## src/rtl/wsc_pkg.sv

```systemverilog
`timescale 1ns/1ps
package wsc_pkg;
   localparam int OP_W = 8;

   localparam logic [OP_W-1:0] OPC_WRSR  = 8'h01;
   localparam logic [OP_W-1:0] OPC_WRITE = 8'h02;
   localparam logic [OP_W-1:0] OPC_READ  = 8'h03;
   localparam logic [OP_W-1:0] OPC_WRDI  = 8'h04;
   localparam logic [OP_W-1:0] OPC_RDSR  = 8'h05;
   localparam logic [OP_W-1:0] OPC_WREN  = 8'h06;

   // status byte bit positions
   localparam int SB_WIP  = 0;
   localparam int SB_WEL  = 1;
   localparam int SB_BPL  = 2;
   localparam int SB_BPH  = 3;
   localparam int SB_WPEN = 7;

   typedef enum logic [2:0] {
      CMD_NONE,
      CMD_WREN,
      CMD_WRDI,
      CMD_WRITE,
      CMD_WRSR,
      CMD_RDSR,
      CMD_READ
   } cmd_t;

   function automatic cmd_t decode_op(input logic [OP_W-1:0] op);
      cmd_t c;
      case (op)
         OPC_WREN:  c = CMD_WREN;
         OPC_WRDI:  c = CMD_WRDI;
         OPC_WRITE: c = CMD_WRITE;
         OPC_WRSR:  c = CMD_WRSR;
         OPC_RDSR:  c = CMD_RDSR;
         OPC_READ:  c = CMD_READ;
         default:   c = CMD_NONE;
      endcase
      return c;
   endfunction
endpackage

```

## src/rtl/wsc_frame_track.sv

```systemverilog
`timescale 1ns/1ps
module wsc_frame_track
   import wsc_pkg::*;
#(
   parameter int DATA_W     = 8,
   parameter int ADDR_BYTES = 2,
   localparam int BCNT_MAX  = ADDR_BYTES + 1,
   localparam int BCNT_W    = $clog2(BCNT_MAX + 1),
   localparam int PH_W      = $clog2(DATA_W)
) (
   input  logic              clk,
   input  logic              rst_n,
   input  logic              frm_start,
   input  logic              frm_end,
   input  logic              op_load,
   input  cmd_t              op_cmd,
   input  logic              bit_tick,
   input  logic              bit_val,
   output cmd_t              sess_cmd,
   output logic              aligned,
   output logic [BCNT_W-1:0] byte_cnt,
   output logic              bits_seen,
   output logic [DATA_W-1:0] first_byte
);
   logic [PH_W-1:0]   phase_q;
   logic [DATA_W-1:0] shift_q;
   logic [DATA_W-1:0] shift_nx;
   logic              byte_last;

   assign shift_nx  = {shift_q[DATA_W-2:0], bit_val};
   assign byte_last = (phase_q == PH_W'(DATA_W - 1));

   always_ff @(posedge clk) begin
      if (!rst_n || frm_start || frm_end) begin
         sess_cmd   <= CMD_NONE;
         phase_q    <= '0;
         byte_cnt   <= '0;
         bits_seen  <= 1'b0;
         shift_q    <= '0;
         first_byte <= '0;
      end else if (op_load) begin
         sess_cmd  <= op_cmd;
         phase_q   <= '0;
         byte_cnt  <= '0;
         bits_seen <= 1'b0;
      end else if (bit_tick && sess_cmd != CMD_NONE) begin
         bits_seen <= 1'b1;
         shift_q   <= shift_nx;
         phase_q   <= byte_last ? '0 : phase_q + 1'b1;
         if (byte_last) begin
            if (byte_cnt == '0)
               first_byte <= shift_nx;
            if (byte_cnt != BCNT_W'(BCNT_MAX))
               byte_cnt <= byte_cnt + 1'b1;
         end
      end
   end

   assign aligned = (phase_q == '0);
endmodule

```

## src/rtl/wsc_wel_latch.sv

```systemverilog
`timescale 1ns/1ps
module wsc_wel_latch (
   input  logic clk,
   input  logic rst_n,
   input  logic set_i,
   input  logic clr_i,
   output logic wel_o
);
   always_ff @(posedge clk) begin
      if (!rst_n)
         wel_o <= 1'b0;
      else if (clr_i)
         wel_o <= 1'b0;
      else if (set_i)
         wel_o <= 1'b1;
   end
endmodule

```

## src/rtl/wsc_busy_timer.sv

```systemverilog
`timescale 1ns/1ps
module wsc_busy_timer #(
   parameter int CYCLES = 16,
   localparam int CNT_W = (CYCLES > 1) ? $clog2(CYCLES) : 1
) (
   input  logic clk,
   input  logic rst_n,
   input  logic start_i,
   output logic busy_o,
   output logic done_o
);
   generate
      if (CYCLES == 1) begin : g_single
         always_ff @(posedge clk) begin
            if (!rst_n)
               busy_o <= 1'b0;
            else if (start_i)
               busy_o <= 1'b1;
            else
               busy_o <= 1'b0;
         end
         assign done_o = busy_o;
      end else begin : g_count
         logic [CNT_W-1:0] cnt_q;
         always_ff @(posedge clk) begin
            if (!rst_n) begin
               busy_o <= 1'b0;
               cnt_q  <= '0;
            end else if (start_i) begin
               busy_o <= 1'b1;
               cnt_q  <= CNT_W'(CYCLES - 1);
            end else if (busy_o) begin
               if (cnt_q == '0)
                  busy_o <= 1'b0;
               else
                  cnt_q <= cnt_q - 1'b1;
            end
         end
         assign done_o = busy_o && (cnt_q == '0) && !start_i;
      end
   endgenerate
endmodule

```

## src/rtl/wsc_status_reg.sv

```systemverilog
`timescale 1ns/1ps
module wsc_status_reg
   import wsc_pkg::*;
#(
   parameter int  DATA_W   = 8,
   parameter bit  HAS_WPEN = 1'b1
) (
   input  logic              clk,
   input  logic              rst_n,
   input  logic              load_i,
   input  logic [DATA_W-1:0] din_i,
   input  logic              wel_i,
   input  logic              wip_i,
   output logic [DATA_W-1:0] sr_o
);
   logic [1:0] bp_q;
   logic       wpen_q;

   always_ff @(posedge clk) begin
      if (!rst_n)
         bp_q <= 2'b00;
      else if (load_i)
         bp_q <= {din_i[SB_BPH], din_i[SB_BPL]};
   end

   generate
      if (HAS_WPEN) begin : g_wpen
         always_ff @(posedge clk) begin
            if (!rst_n)
               wpen_q <= 1'b0;
            else if (load_i)
               wpen_q <= din_i[SB_WPEN];
         end
      end else begin : g_no_wpen
         assign wpen_q = 1'b0;
      end
   endgenerate

   always_comb begin
      sr_o          = '0;
      sr_o[SB_WPEN] = wpen_q;
      sr_o[SB_BPH]  = bp_q[1];
      sr_o[SB_BPL]  = bp_q[0];
      sr_o[SB_WEL]  = wel_i;
      sr_o[SB_WIP]  = wip_i;
   end
endmodule

```

## src/rtl/wel_status_ctrl.sv

```systemverilog
`timescale 1ns/1ps
module wel_status_ctrl
   import wsc_pkg::*;
#(
   parameter int WRITE_CYCLES = 10000,
   parameter int ADDR_BYTES   = 2,
   parameter bit HAS_WPEN     = 1'b1,
   localparam int DATA_W      = 8,
   localparam int BCNT_W      = $clog2(ADDR_BYTES + 2)
) (
   input  logic              clk,
   input  logic              rst_n,
   input  logic              frm_start,
   input  logic              frm_end,
   input  logic              op_valid,
   input  logic [OP_W-1:0]   op_code,
   input  logic              bit_tick,
   input  logic              bit_val,
   output logic [DATA_W-1:0] status_byte,
   output logic              wel,
   output logic              wip,
   output logic              wr_grant,
   output logic              wr_commit,
   output logic              rd_grant,
   output logic              rd_refuse,
   output logic              sr_grant
);
   generate
      if (WRITE_CYCLES < 1) begin : g_bad_cycles
         $error("WRITE_CYCLES must be at least 1");
      end
      if (ADDR_BYTES < 1) begin : g_bad_addr
         $error("ADDR_BYTES must be at least 1");
      end
   endgenerate

   cmd_t              cmd_now;
   cmd_t              cmd_eff;
   cmd_t              sess_cmd;
   logic              accept;
   logic              aligned;
   logic [BCNT_W-1:0] byte_cnt;
   logic              bits_seen;
   logic [DATA_W-1:0] first_byte;
   logic              wren_fire, wrdi_fire, write_fire, wrsr_fire;
   logic              cyc_done;

   assign cmd_now = decode_op(op_code);
   assign accept  = op_valid && (!wip || cmd_now == CMD_RDSR);

   always_comb begin
      cmd_eff = CMD_NONE;
      if (accept) begin
         if ((cmd_now == CMD_WRITE || cmd_now == CMD_WRSR) && !wel)
            cmd_eff = CMD_NONE;
         else
            cmd_eff = cmd_now;
      end
   end

   wsc_frame_track #(
      .DATA_W     (DATA_W),
      .ADDR_BYTES (ADDR_BYTES)
   ) u_track (
      .clk        (clk),
      .rst_n      (rst_n),
      .frm_start  (frm_start),
      .frm_end    (frm_end),
      .op_load    (op_valid),
      .op_cmd     (cmd_eff),
      .bit_tick   (bit_tick),
      .bit_val    (bit_val),
      .sess_cmd   (sess_cmd),
      .aligned    (aligned),
      .byte_cnt   (byte_cnt),
      .bits_seen  (bits_seen),
      .first_byte (first_byte)
   );

   assign wren_fire  = frm_end && sess_cmd == CMD_WREN && !bits_seen;
   assign wrdi_fire  = accept && cmd_now == CMD_WRDI;
   assign write_fire = frm_end && sess_cmd == CMD_WRITE && aligned
                       && byte_cnt >= BCNT_W'(ADDR_BYTES + 1);
   assign wrsr_fire  = frm_end && sess_cmd == CMD_WRSR && aligned
                       && byte_cnt != '0;

   wsc_busy_timer #(
      .CYCLES (WRITE_CYCLES)
   ) u_timer (
      .clk     (clk),
      .rst_n   (rst_n),
      .start_i (write_fire || wrsr_fire),
      .busy_o  (wip),
      .done_o  (cyc_done)
   );

   wsc_wel_latch u_wel (
      .clk   (clk),
      .rst_n (rst_n),
      .set_i (wren_fire),
      .clr_i (wrdi_fire || cyc_done),
      .wel_o (wel)
   );

   wsc_status_reg #(
      .DATA_W   (DATA_W),
      .HAS_WPEN (HAS_WPEN)
   ) u_status (
      .clk    (clk),
      .rst_n  (rst_n),
      .load_i (wrsr_fire),
      .din_i  (first_byte),
      .wel_i  (wel),
      .wip_i  (wip),
      .sr_o   (status_byte)
   );

   always_ff @(posedge clk) begin
      if (!rst_n) begin
         wr_grant  <= 1'b0;
         wr_commit <= 1'b0;
         rd_grant  <= 1'b0;
         rd_refuse <= 1'b0;
         sr_grant  <= 1'b0;
      end else begin
         wr_grant  <= cmd_eff == CMD_WRITE;
         wr_commit <= write_fire;
         rd_grant  <= cmd_eff == CMD_READ;
         rd_refuse <= op_valid && cmd_now == CMD_READ && wip;
         sr_grant  <= cmd_eff == CMD_RDSR;
      end
   end
endmodule

```

## config.mk

```make
export PLATFORM = sky130hd
export DESIGN_NAME = wel_status_ctrl
export DESIGN_NICKNAME = d
export VERILOG_FILES = /design/src/rtl/wsc_pkg.sv /design/src/rtl/wsc_frame_track.sv /design/src/rtl/wsc_wel_latch.sv /design/src/rtl/wsc_busy_timer.sv /design/src/rtl/wsc_status_reg.sv /design/src/rtl/wel_status_ctrl.sv
export SDC_FILE = /design/constraint.sdc
export NUM_CORES = 1
export LEC_CHECK = 0
export BUFFER_PORTS_ARGS = -buffer_cell sky130_fd_sc_hd__buf_2
export CAP_MARGIN = 20
export CORE_MARGIN = 10
export CORE_UTILIZATION = 55
export CTS_CLUSTER_SIZE = 8
export DETAILED_ROUTE_END_ITERATION = 6
export GPL_ROUTABILITY_DRIVEN = 0
export PLACE_DENSITY = 0.75
export SYNTH_ARGS = -nofsm -noshare
export SYNTH_HDL_FRONTEND = slang
export SYNTH_SLANG_ARGS = --single-unit
```

## constraint.sdc

```tcl
create_clock -name clk -period 4.42 [get_ports clk]
set_clock_uncertainty 0.15 [all_clocks]
set_input_delay 0.884 -clock clk [delete_from_list [all_inputs] [get_ports clk]]
set_output_delay 0.884 -clock clk [all_outputs]
set_load 0.05 [all_outputs]
```

* After elaboration in Yosys (flattened, before gate mapping)
Cells that the tools add are included.
Operators by class: add/subtract/negate cells 3, order comparisons 1, eq/ne operators 20, mux-type cells 10, bitwise operators 3, reduce and logical (&&, ||, !) cells 41
Operator list (number):
- 14-bit two-way mux | 3
- 8-bit by 3-bit equality test with 1-bit output, second input constant | 3
- 3-bit equality test, second input constant | 7
- 3-bit case mux with 6 select lines | 1
- 8-bit by 2-bit equality test with 1-bit output, second input constant | 2
- 1-bit logical AND | 16
- 14-bit logical NOT | 1
- 14-bit by 1-bit subtractor with 14-bit output, second input constant | 1
- 3-bit by 2-bit equality test with 1-bit output, second input constant | 4
- 3-bit two-way mux | 3
- 8-bit by 1-bit equality test with 1-bit output, second input constant | 1
- 1-bit logical OR | 6
- 2-bit AND reduction | 3
- 2-bit OR reduction | 3
- 1-bit logical NOT | 5
- 4-bit AND reduction | 1
- 2-bit nonzero test | 2
- 3-bit by 1-bit adder with 3-bit output, second input constant | 1
- 3-bit by 1-bit equality test with 1-bit output, second input constant | 1
- 3-bit logical NOT | 1
- 1-bit two-way mux | 3
- 1-bit inverter | 3
- 3-bit AND reduction | 1
- 3-bit nonzero test | 1
- other kinds (5) | 5
Storage, ports and cells: register bits after elaboration 48, output and inout port bits 15

* Logic depth before layout (Yosys ltp)
Gate-level depths: netlist (run 1).
word-level depth 9, mapped depth 8, gate-level depth less buffers 6

* Cells and area by module
From an unflattened synthesis (run 1), not the netlist that was laid out.
Second synthesis, totals: cell total of the unflattened synthesis 247, area total of the unflattened synthesis 2361.0 µm²
Modules (own cells, without submodules):
- wsc_frame_track | times used 1, cells an instance 100, area each 1019.7 µm²
- wsc_busy_timer | times used 1, cells an instance 92, area each 817.0 µm²
- wel_status_ctrl | times used 1, cells an instance 36, area each 330.3 µm²
- wsc_status_reg | times used 1, cells an instance 16, area each 157.7 µm²
- wsc_wel_latch | times used 1, cells an instance 3, area each 36.3 µm²

* Worst setup path before layout (run 1)
OpenSTA, ideal clock, no wires.
kind register -> register, start point reg u_timer.g_count.cnt_q[0], end point reg u_timer.g_count.cnt_q[1], library setup time 71 ps, data arrival time 1947 ps, path slack 2252 ps, cell stages (with the launch flop) 7, buffers on the path 0, cell sequence dfxtp_1 inv_1 ha_1 or4b_2 o41ai_4 mux2_1 a21oi_1
On the way: cells in the longest elaborated chain, start to end 4, elaborated cells between the ends (all ways) 7, those cells by class add/sub (1); eq/ne (1); mux (3); reduce/logical (2)
Ends and longest elaborated chain:
- start, declared | RTL line wsc_busy_timer.sv:24 | logic [CNT_W-1:0] cnt_q;
- start signal, assigned | RTL line wsc_busy_timer.sv:31 | cnt_q <= CNT_W'(CYCLES - 1);
- start signal, assigned | RTL line wsc_busy_timer.sv:36 | cnt_q <= cnt_q - 1'b1;
- 14-bit by 1-bit subtractor with 14-bit output | RTL line wsc_busy_timer.sv:36
- 14-bit two-way mux | RTL line wsc_busy_timer.sv:33 | if (cnt_q == '0)
- 14-bit two-way mux | RTL line wsc_busy_timer.sv:32 | end else if (busy_o) begin
- 14-bit two-way mux | RTL line wsc_busy_timer.sv:29 | end else if (start_i) begin
Several ways; a longest one is shown, not always the timed one. The select of a mux whose other input is x is not followed. A chain may end at the register's enable or synchronous reset.

* Worst setup path in the final report (run 1)
Same ends and word-level chain as after synthesis.

==> summary.txt, run 1 <==
Pwr
  • Pwr Density: roughly 340 nW/um2
  • Switch Pwr: between 0.15 and 0.2 mW
  • Flop pwr share: 50.0%
  • Int Power: 0.620 mW
  • Sw frac: 19.8%
  • Total Power: about 0.77 mW
  • VDD IR max: 0.204 mV
  • Clk pwr share: between 40% and 50%
  • Comb pwr share: 3.6%
  • P_leak: 0.863 nW

Worst setup path
  • Slowest stage cell, crit path: or4b_2
  • R2R Setup Slk: 2.11 ns
  • Capture point of the critical path: u_timer.g_count.cnt_q[1]$_SDFFE_PN0P_
  • Crit path max fanout: 3
  • Crit path launch: u_timer.g_count.cnt_q[0]$_SDFFE_PN0P_
  • FF-to-FF Start: u_timer.g_count.cnt_q[0]$_SDFFE_PN0P_
  • Cell Chain, Critical Path: inv_1, ha_1, or4b_2, o41ai_4, mux2_1, a21oi_1
  • Critical Path RT: between 4 and 5 ns
  • Crit path max-delay family: simple AND/OR/NAND/NOR gates
  • CP peak stage delay: 0.66 ns
  • CP Launch Type: flop
  • FF-to-FF End: u_timer.g_count.cnt_q[1]$_SDFFE_PN0P_
  • Worst Setup End Kind: flop
  • CP Data Arrival Time: 2.39 ns
  • Reg2reg path depth: 6
  • Critical path depth in cells: 6
  • Buffers and inverters on the worst path: 1
  • Critical path type: reg -> reg

Routing
  • DRT iter0 DRCs: ~190
  • DRC: 0
  • DR vias: 1738
  • DRT Pass-1 Iters: 4
  • Vias per cell: 5.74
  • Drt total wl: 4280 um
  • Routed wire per std cell: between 10 and 15 um
  • Post-route antenna net violation count: 0

Synthesis
  • Async SR Flop Fraction: 0%
  • Average instance area after synthesis: roughly 8.7 um2
  • Post-Synthesis Cells: about 230
  • Top cell type's share of synthesized area: 42.7%
  • Synth cell types: 45
  • Primary FF master, synth: dfxtp_1
  • Synth area leaders: dfxtp_1 43%, a21oi_1 5.7%, ha_1 4.3%, nand2_1 3.7%, o21ai_0 3.7%
  • Synth area leader: dfxtp_1
  • Synthesized area: 2020 um2
  • Sequential area share after synthesis: ~43%
  • Yosys reg bits: 43
  • Yosys warnings: 0
  • EDFF count, synth: 0

Timing
  • RSZ-0062 raised after global routing: false
  • Setup tns final: 0 ns
  • Fin. max-slew vios: 0
  • Final min period: approximately 2.3 ns
  • Final setup violation count: 0
  • Fmax: around 430 MHz
  • Fin crit share: a little over half
  • Hold Fails Final Rpt: 0
  • Slew HR: between 40% and 50%
  • Setup slack after layout: roughly 2.1 ns
  • Slew of the pin with the lowest slew margin: 0.800 ns

Finish
  • Non-Filler Instances: 303
  • Final core utilization: between 60% and 70%
  • Layout cells sized above 1: 16.7%
  • Area growth syn-to-layout: 13.4%
  • Most frequent cells in the layout: 43 x dfxtp_1, 26 x buf_2, 23 x a21oi_1
  • Nets: roughly 280
  • Antenna cells: 0
  • Commonest non-fill, non-tap cell in the layout: dfxtp_1

Clock network
  • Total setup buffers inserted after CTS: 0
  • # resized after CTS: 0
  • Buffer depth of the longest clock path: 2
  • CTS tree: done
  • Clock Latency Late Sink: about 0.3 ns
  • CTS Hold Bufs: 0
  • Clock-pin slew of the registers on the worst-case setup and hold paths: 0.08 ns
  • Root Driver: clkbuf_8
  • Sink Count: 43
  • CTS buffer count: 5
  • CTS H-tree lvls: 2

Die
  • Core area: 3440 um2
  • Io pins: 30
  • Chip width: ~80 um
  • Cell row count: 21
  • Die ar.: 6490 um2
  • Die Y: roughly 80 um
  • Starting utilization of the core area: about three fifths

GRT
  • GRT overflow: 0
  • Vias in the first global route: 1642
  • Largest net degree at the start of global routing: 16
  • Initial antenna violation count: 0
  • GRT Overall Usage: between 10% and 20%
  • First-pass GRT wire length: around 7300 um

Placed design
  • Dpl ws: 1.91 ns
  • Buffers added on ports: 26
  • Detailed placer's ending HPWL: ~3000 um
  • Placed cell count: approximately 300

Min path
  • Hold Path Class: reg -> reg

Status
  • Status: complete, no violations

Job
  • Max-Cap Viols: 0
synth_stat cells, drive strengths merged (4+ instances only):
cell,instances
ha,7
o31ai,4
or4,6
buf,7
or3,6
a21oi,24
nor2,18
nand3,6
nor3,4
inv,13
o41ai,4
nand2,20
clkbuf,6
a31oi,6
mux2i,5
dfxtp,43
o21ai,15
cell type report:
class                           count  area [um2]
Timing Repair Buffer               28         145
Sequential cell                    43         861
Fill cell                         293        1150
Clock inverter                      2        60.1
Inverter                           13        48.8
Tap cell                           46        57.6
Multi-Input combinational cell    165        1040
Clock buffer                        6        72.6
worst min-delay path by stage:
stage	start	to	slack, ns	cells after the start
6_report	u_track.shift_q[3]$_SDFFE_PP0P_	u_track.shift_q[4]$_SDFFE_PP0P_	0.30	2
5_1_grt	u_status.bp_q[1]$_SDFFE_PN0P_	u_status.bp_q[1]$_SDFFE_PN0P_	0.32	2
4_1_cts	u_track.shift_q[3]$_SDFFE_PP0P_	u_track.shift_q[4]$_SDFFE_PP0P_	0.30	2
3_5_place_dp	u_track.shift_q[3]$_SDFFE_PP0P_	u_track.shift_q[4]$_SDFFE_PP0P_	0.29	2
3_3_place_gp	u_track.shift_q[0]$_SDFFE_PP0P_	u_track.shift_q[1]$_SDFFE_PP0P_	0.29	2
2_1_floorplan	u_track.bits_seen$_SDFFE_PP0P_	u_track.bits_seen$_SDFFE_PP0P_	0.28	2
power by group through the flow:
stage	Sequential [mW]	Combinational, mW	Clock, mW
2_1_floorplan	0.396	0.0184	0
3_3_place_gp	0.396	0.0271	0
3_5_place_dp	0.396	0.0272	0
4_1_cts	0.387	0.0275	0.363
5_1_grt	0.387	0.0299	0.379
6_report	0.387	0.0276	0.359
worst reg2reg max path, stage by stage, from the launching register on:
cell     delay (ns)
dfxtp_1        0.34
inv_1          0.11
ha_1           0.18
or4b_2         0.66
o41ai_4        0.33
mux2_1         0.35
a21oi_1        0.13
logic make-up (layout without fill, tap and decap cells):
family / Yosys count / after routing / share of synthesized area [%]
AO/OA/AOI/OAI: 61 / 61 / 19.3
XOR/XNOR: 2 / 2 / 0.868
adder cells (fa/ha/maj): 7 / 7 / 4.34
buffers and inverters: 26 / 49 / 6.01
flip-flops: 43 / 43 / 42.7
multiplexers: 6 / 6 / 3.04
other: 1 / 3 / 0.186
AND/OR/NAND/NOR: 86 / 86 / 23.6
registers in the layout (all words and copies together), names as in the netlist, 2 cells and up:
register               count
u_status.bp_q              2
u_timer.g_count.cnt_q     14
u_track.byte_cnt           2
u_track.first_byte         3
u_track.phase_q            3
u_track.sess_cmd           3
u_track.shift_q            7
metal layers:
| layer | part of all wire, % | global-route usage, % | up-vias |
|---|---|---|---|
| met2 | 46 | 22.1 | 41 |
| met1 | 45 | 15.9 | 813 |
| met4 | 1.4 | 4.93 | 0 |
| met3 | 7.2 | 4.68 | 6 |
| li1 | - | - | 878 |
| met5 | 0 | 0 | - |
stage by stage:
stage / hold slack, ns / cell area, um2
final: 0.303 / 2290
after global routing: 0.321 / 2290
after CTS: 0.304 / 2290
after detailed placement: 0.292 / 2160
after global placement: 0.288 / 2160
after floorplan: 0.276 / 2030
(Power assumes the default switching activity.)
==> run 2, diff against run 1 <==
Settings changed: CORE_UTILIZATION 55 to 50, PLACE_DENSITY 0.75 to 0.72.
Clock period 4.42 ns to 2.01 ns, I/O delays scaled along.
==> summary.txt, run 2 (same netlist as run 1, synthesis figures left out) <==
Worst setup path
  • Crit path launch: u_timer.g_count.cnt_q[1]$_SDFFE_PN0P_
  • Slowest stage cell, crit path: or4b_4
  • Crit path max-delay family: simple AND/OR/NAND/NOR gates
  • CP peak stage delay: 0.48 ns (-0.18 ns)
  • FF-to-FF Start: u_timer.g_count.cnt_q[1]$_SDFFE_PN0P_
  • Crit path max fanout: 2 (-1)
  • Buffers and inverters on the worst path: 1 (unchanged)
  • FF-to-FF End: u_timer.g_count.cnt_q[1]$_SDFFE_PN0P_
  • Reg2reg path depth: 6 (unchanged)
  • Critical path type: reg -> reg
  • Worst Setup End Kind: flop
  • R2R Setup Slk: -0.05 ns (-2.16 ns)
  • CP Data Arrival Time: 2.14 ns (-0.25 ns)
  • CP Launch Type: flop
  • Cell Chain, Critical Path: inv_2, ha_4, or4b_4, o41ai_4, mux2_4, a21oi_2
  • Critical Path RT: 2.09 ns (-2.41 ns)

Status
  • Status: finished, violations left
  • Failing checks: setup timing

Die
  • Io pins: 30 (unchanged)
  • Cell row count: 23 (+9.5%)
  • Die ar.: 6980 um2 (+7.5%)
  • Core area: 3940 um2 (+15%)
  • Die Y: 83.5 um (+3.7%)
  • Chip width: 83.5 um (+3.7%)
  • Starting utilization of the core area: 51.2% (-7.4 points)

Clock network
  • Buffer depth of the longest clock path: 2 (unchanged)
  • Root Driver: clkbuf_8
  • CTS buffer count: 5 (unchanged)
  • CTS Hold Bufs: 0 (unchanged)
  • CTS tree: done
  • Sink Count: 43 (unchanged)
  • Clock Latency Late Sink: 0.29 ns (about the same)
  • CTS H-tree lvls: 2 (unchanged)
  • Clock-pin slew of the registers on the worst-case setup and hold paths: 0.08 ns (about the same)

Routing
  • Met1 Wirelength: 2070 um (+6.5%)
  • DRT iter0 DRCs: 60 (-69%)
  • Met2 WL: 2380 um (+21%)
  • Vias per cell: 5.47 (-4.6%)
  • DRT Pass-1 Iters: 4 (unchanged)
  • Top layer in use: met4
  • DR vias: 1823 (+4.9%)
  • DRC: 0 (unchanged)
  • Drt total wl: 4770 um (+11%)
  • Met3 WL post-DR: 246 um (-20%)
  • Post-route antenna net violation count: 0 (unchanged)
  • Routed wire per std cell: 14.3 um (+1.4%)

Placed design
  • Placed cell count: 323 (+9.5%)
  • Detailed placer's ending HPWL: 3460 um (+14%)
  • Buffers added on ports: 26 (unchanged)

Min path
  • Hold Path Depth: 3 (+1)
  • HP Start: bit_val
  • Hold endpoint: u_track.shift_q[0]$_SDFFE_PP0P_
  • Hold Path Class: in -> reg

Timing
  • Setup slack after layout: -0.0516 ns (-2.16 ns)
  • Fin crit share: 103% (+50 points)
  • Fmax: 485 MHz (+12%)
  • RSZ-0062 raised after global routing: true
  • Final setup violation count: 2 (+2)
  • Fin. max-slew vios: 0 (unchanged)
  • Hold Fails Final Rpt: 0 (unchanged)
  • Worst hold slack: 0.197 ns (-0.106 ns)
  • Final min period: 2.06 ns (-0.251 ns)

Finish
  • Non-Filler Instances: 333 (+9.9%)
  • Largest registers: u_timer.g_count.cnt_q (14), u_track.shift_q (7)
  • Antenna cells: 0 (unchanged)
  • Area growth syn-to-layout: 26.1%
  • Max reg flops: 14 (unchanged)
  • Layout cells sized above 1: 30.4% (+14 points)
  • Biggest register: u_timer.g_count.cnt_q
  • Most frequent cells in the layout: 40 x dfxtp_1, 28 x buf_4, 26 x buf_2
  • Nets: 304 (+9.4%)
  • Commonest non-fill, non-tap cell in the layout: dfxtp_1
  • Fill cells: 336 (+15%)

GRT
  • GRT Overall Usage: 12.8% (-0.78 points)
  • First-pass GRT wire length: 7760 um (+6.8%)
  • GRT overflow: 0 (unchanged)
  • Largest net degree at the start of global routing: 16 (unchanged)
  • Initial antenna violation count: 0 (unchanged)
  • Vias in the first global route: 1741 (+6.0%)

Pwr
  • Pwr Density: 633 nW/um2 (+87%)
  • VDD IR max: 0.424 mV (+110%)
  • P_leak: 1.01 nW (+17%)

Job
  • Max-Cap Viols: 0 (unchanged)
## run 2: cell count changes in the layout (fill, tap and decap cells not counted), moves of 2 or more
cell | previous run | this run
a21oi_1 | 23 | 21
buf_4 | 2 | 28
nor4_2 | 1 | 3
inv_2 | 0 | 2
dfxtp_2 | 0 | 3
dfxtp_1 | 43 | 40
a21oi_2 | 1 | 3
nor4_1 | 2 | 0
inv_1 | 13 | 11
## run 2: what timing repair did
action / in CTS / in global routing
endpoints found under the hold margin: 0 / 0
endpoints found under the setup margin: 5 / 9
pin swaps: 1 / 6
cloned: 0 / 0
gates resized for setup: 3 / 11
setup buffers: 0 / 2
## run 2: area by class of cell
| class | instances | area (um2) | area share (%) |
|---|---|---|---|
| timing repair buffer | 54 | 340 | 13.4 |
| sequential | 43 | 865 | 34.0 |
| multi-input combinational | 165 | 1110 | 43.7 |
| tap | 50 | 62.6 | 2.46 |
| clock buffer | 6 | 82.6 | 3.24 |
| clock inverter | 2 | 35.0 | 1.38 |
| inverter | 13 | 48.8 | 1.92 |
## run 2: worst max-delay path by stage
stage                                                       end  slack, ns  cells after the start
final                     u_timer.g_count.cnt_q[1]$_SDFFE_PN0P_      -0.05                      6
after global routing      u_timer.g_count.cnt_q[1]$_SDFFE_PN0P_      -0.09                      6
after detailed placement  u_timer.g_count.cnt_q[1]$_SDFFE_PN0P_      -0.11                      6
after global placement    u_timer.g_count.cnt_q[1]$_SDFFE_PN0P_      -0.03                      6
after CTS                 u_timer.g_count.cnt_q[1]$_SDFFE_PN0P_      0.003                      6
after floorplan           u_timer.g_count.cnt_q[1]$_SDFFE_PN0P_      -0.07                      6
## run 2: tightest hold or removal path, delay by kind of cell
kind,cells,cell delay (ns)
buf+inv,1,0.09
simple gates,1,0.05
compound gates,1,0.05
## run 2: power breakdown
part	internal, mW	switching [mW]
Combinational	0.0204	0.0452
Sequential	0.851	0.0000793
Clock	0.402	0.292
Total	1.27	0.337
## run 2: metrics by stage
stage	util [%]	worst slack, ns	total power, mW	instance area (um2)	TNS, ns
final	64.6	-0.0516	1.61	2540	-0.0539
after floorplan	-	-0.0704	0.912	2040	-0.0704
after global routing	64.6	-0.0851	1.66	2540	-0.170
after CTS	62.9	0.00271	1.63	2480	0
after global placement	59.7	-0.0312	0.936	2350	-0.0312
after detailed placement	59.7	-0.107	0.936	2350	-0.148
## run 2: per-layer routing
metal  global-route usage, %  up-vias
met5                       0        -
met4                    4.26        0
met3                    4.49        7
met2                    22.0       36
met1                    14.3      848
li1                        -      932
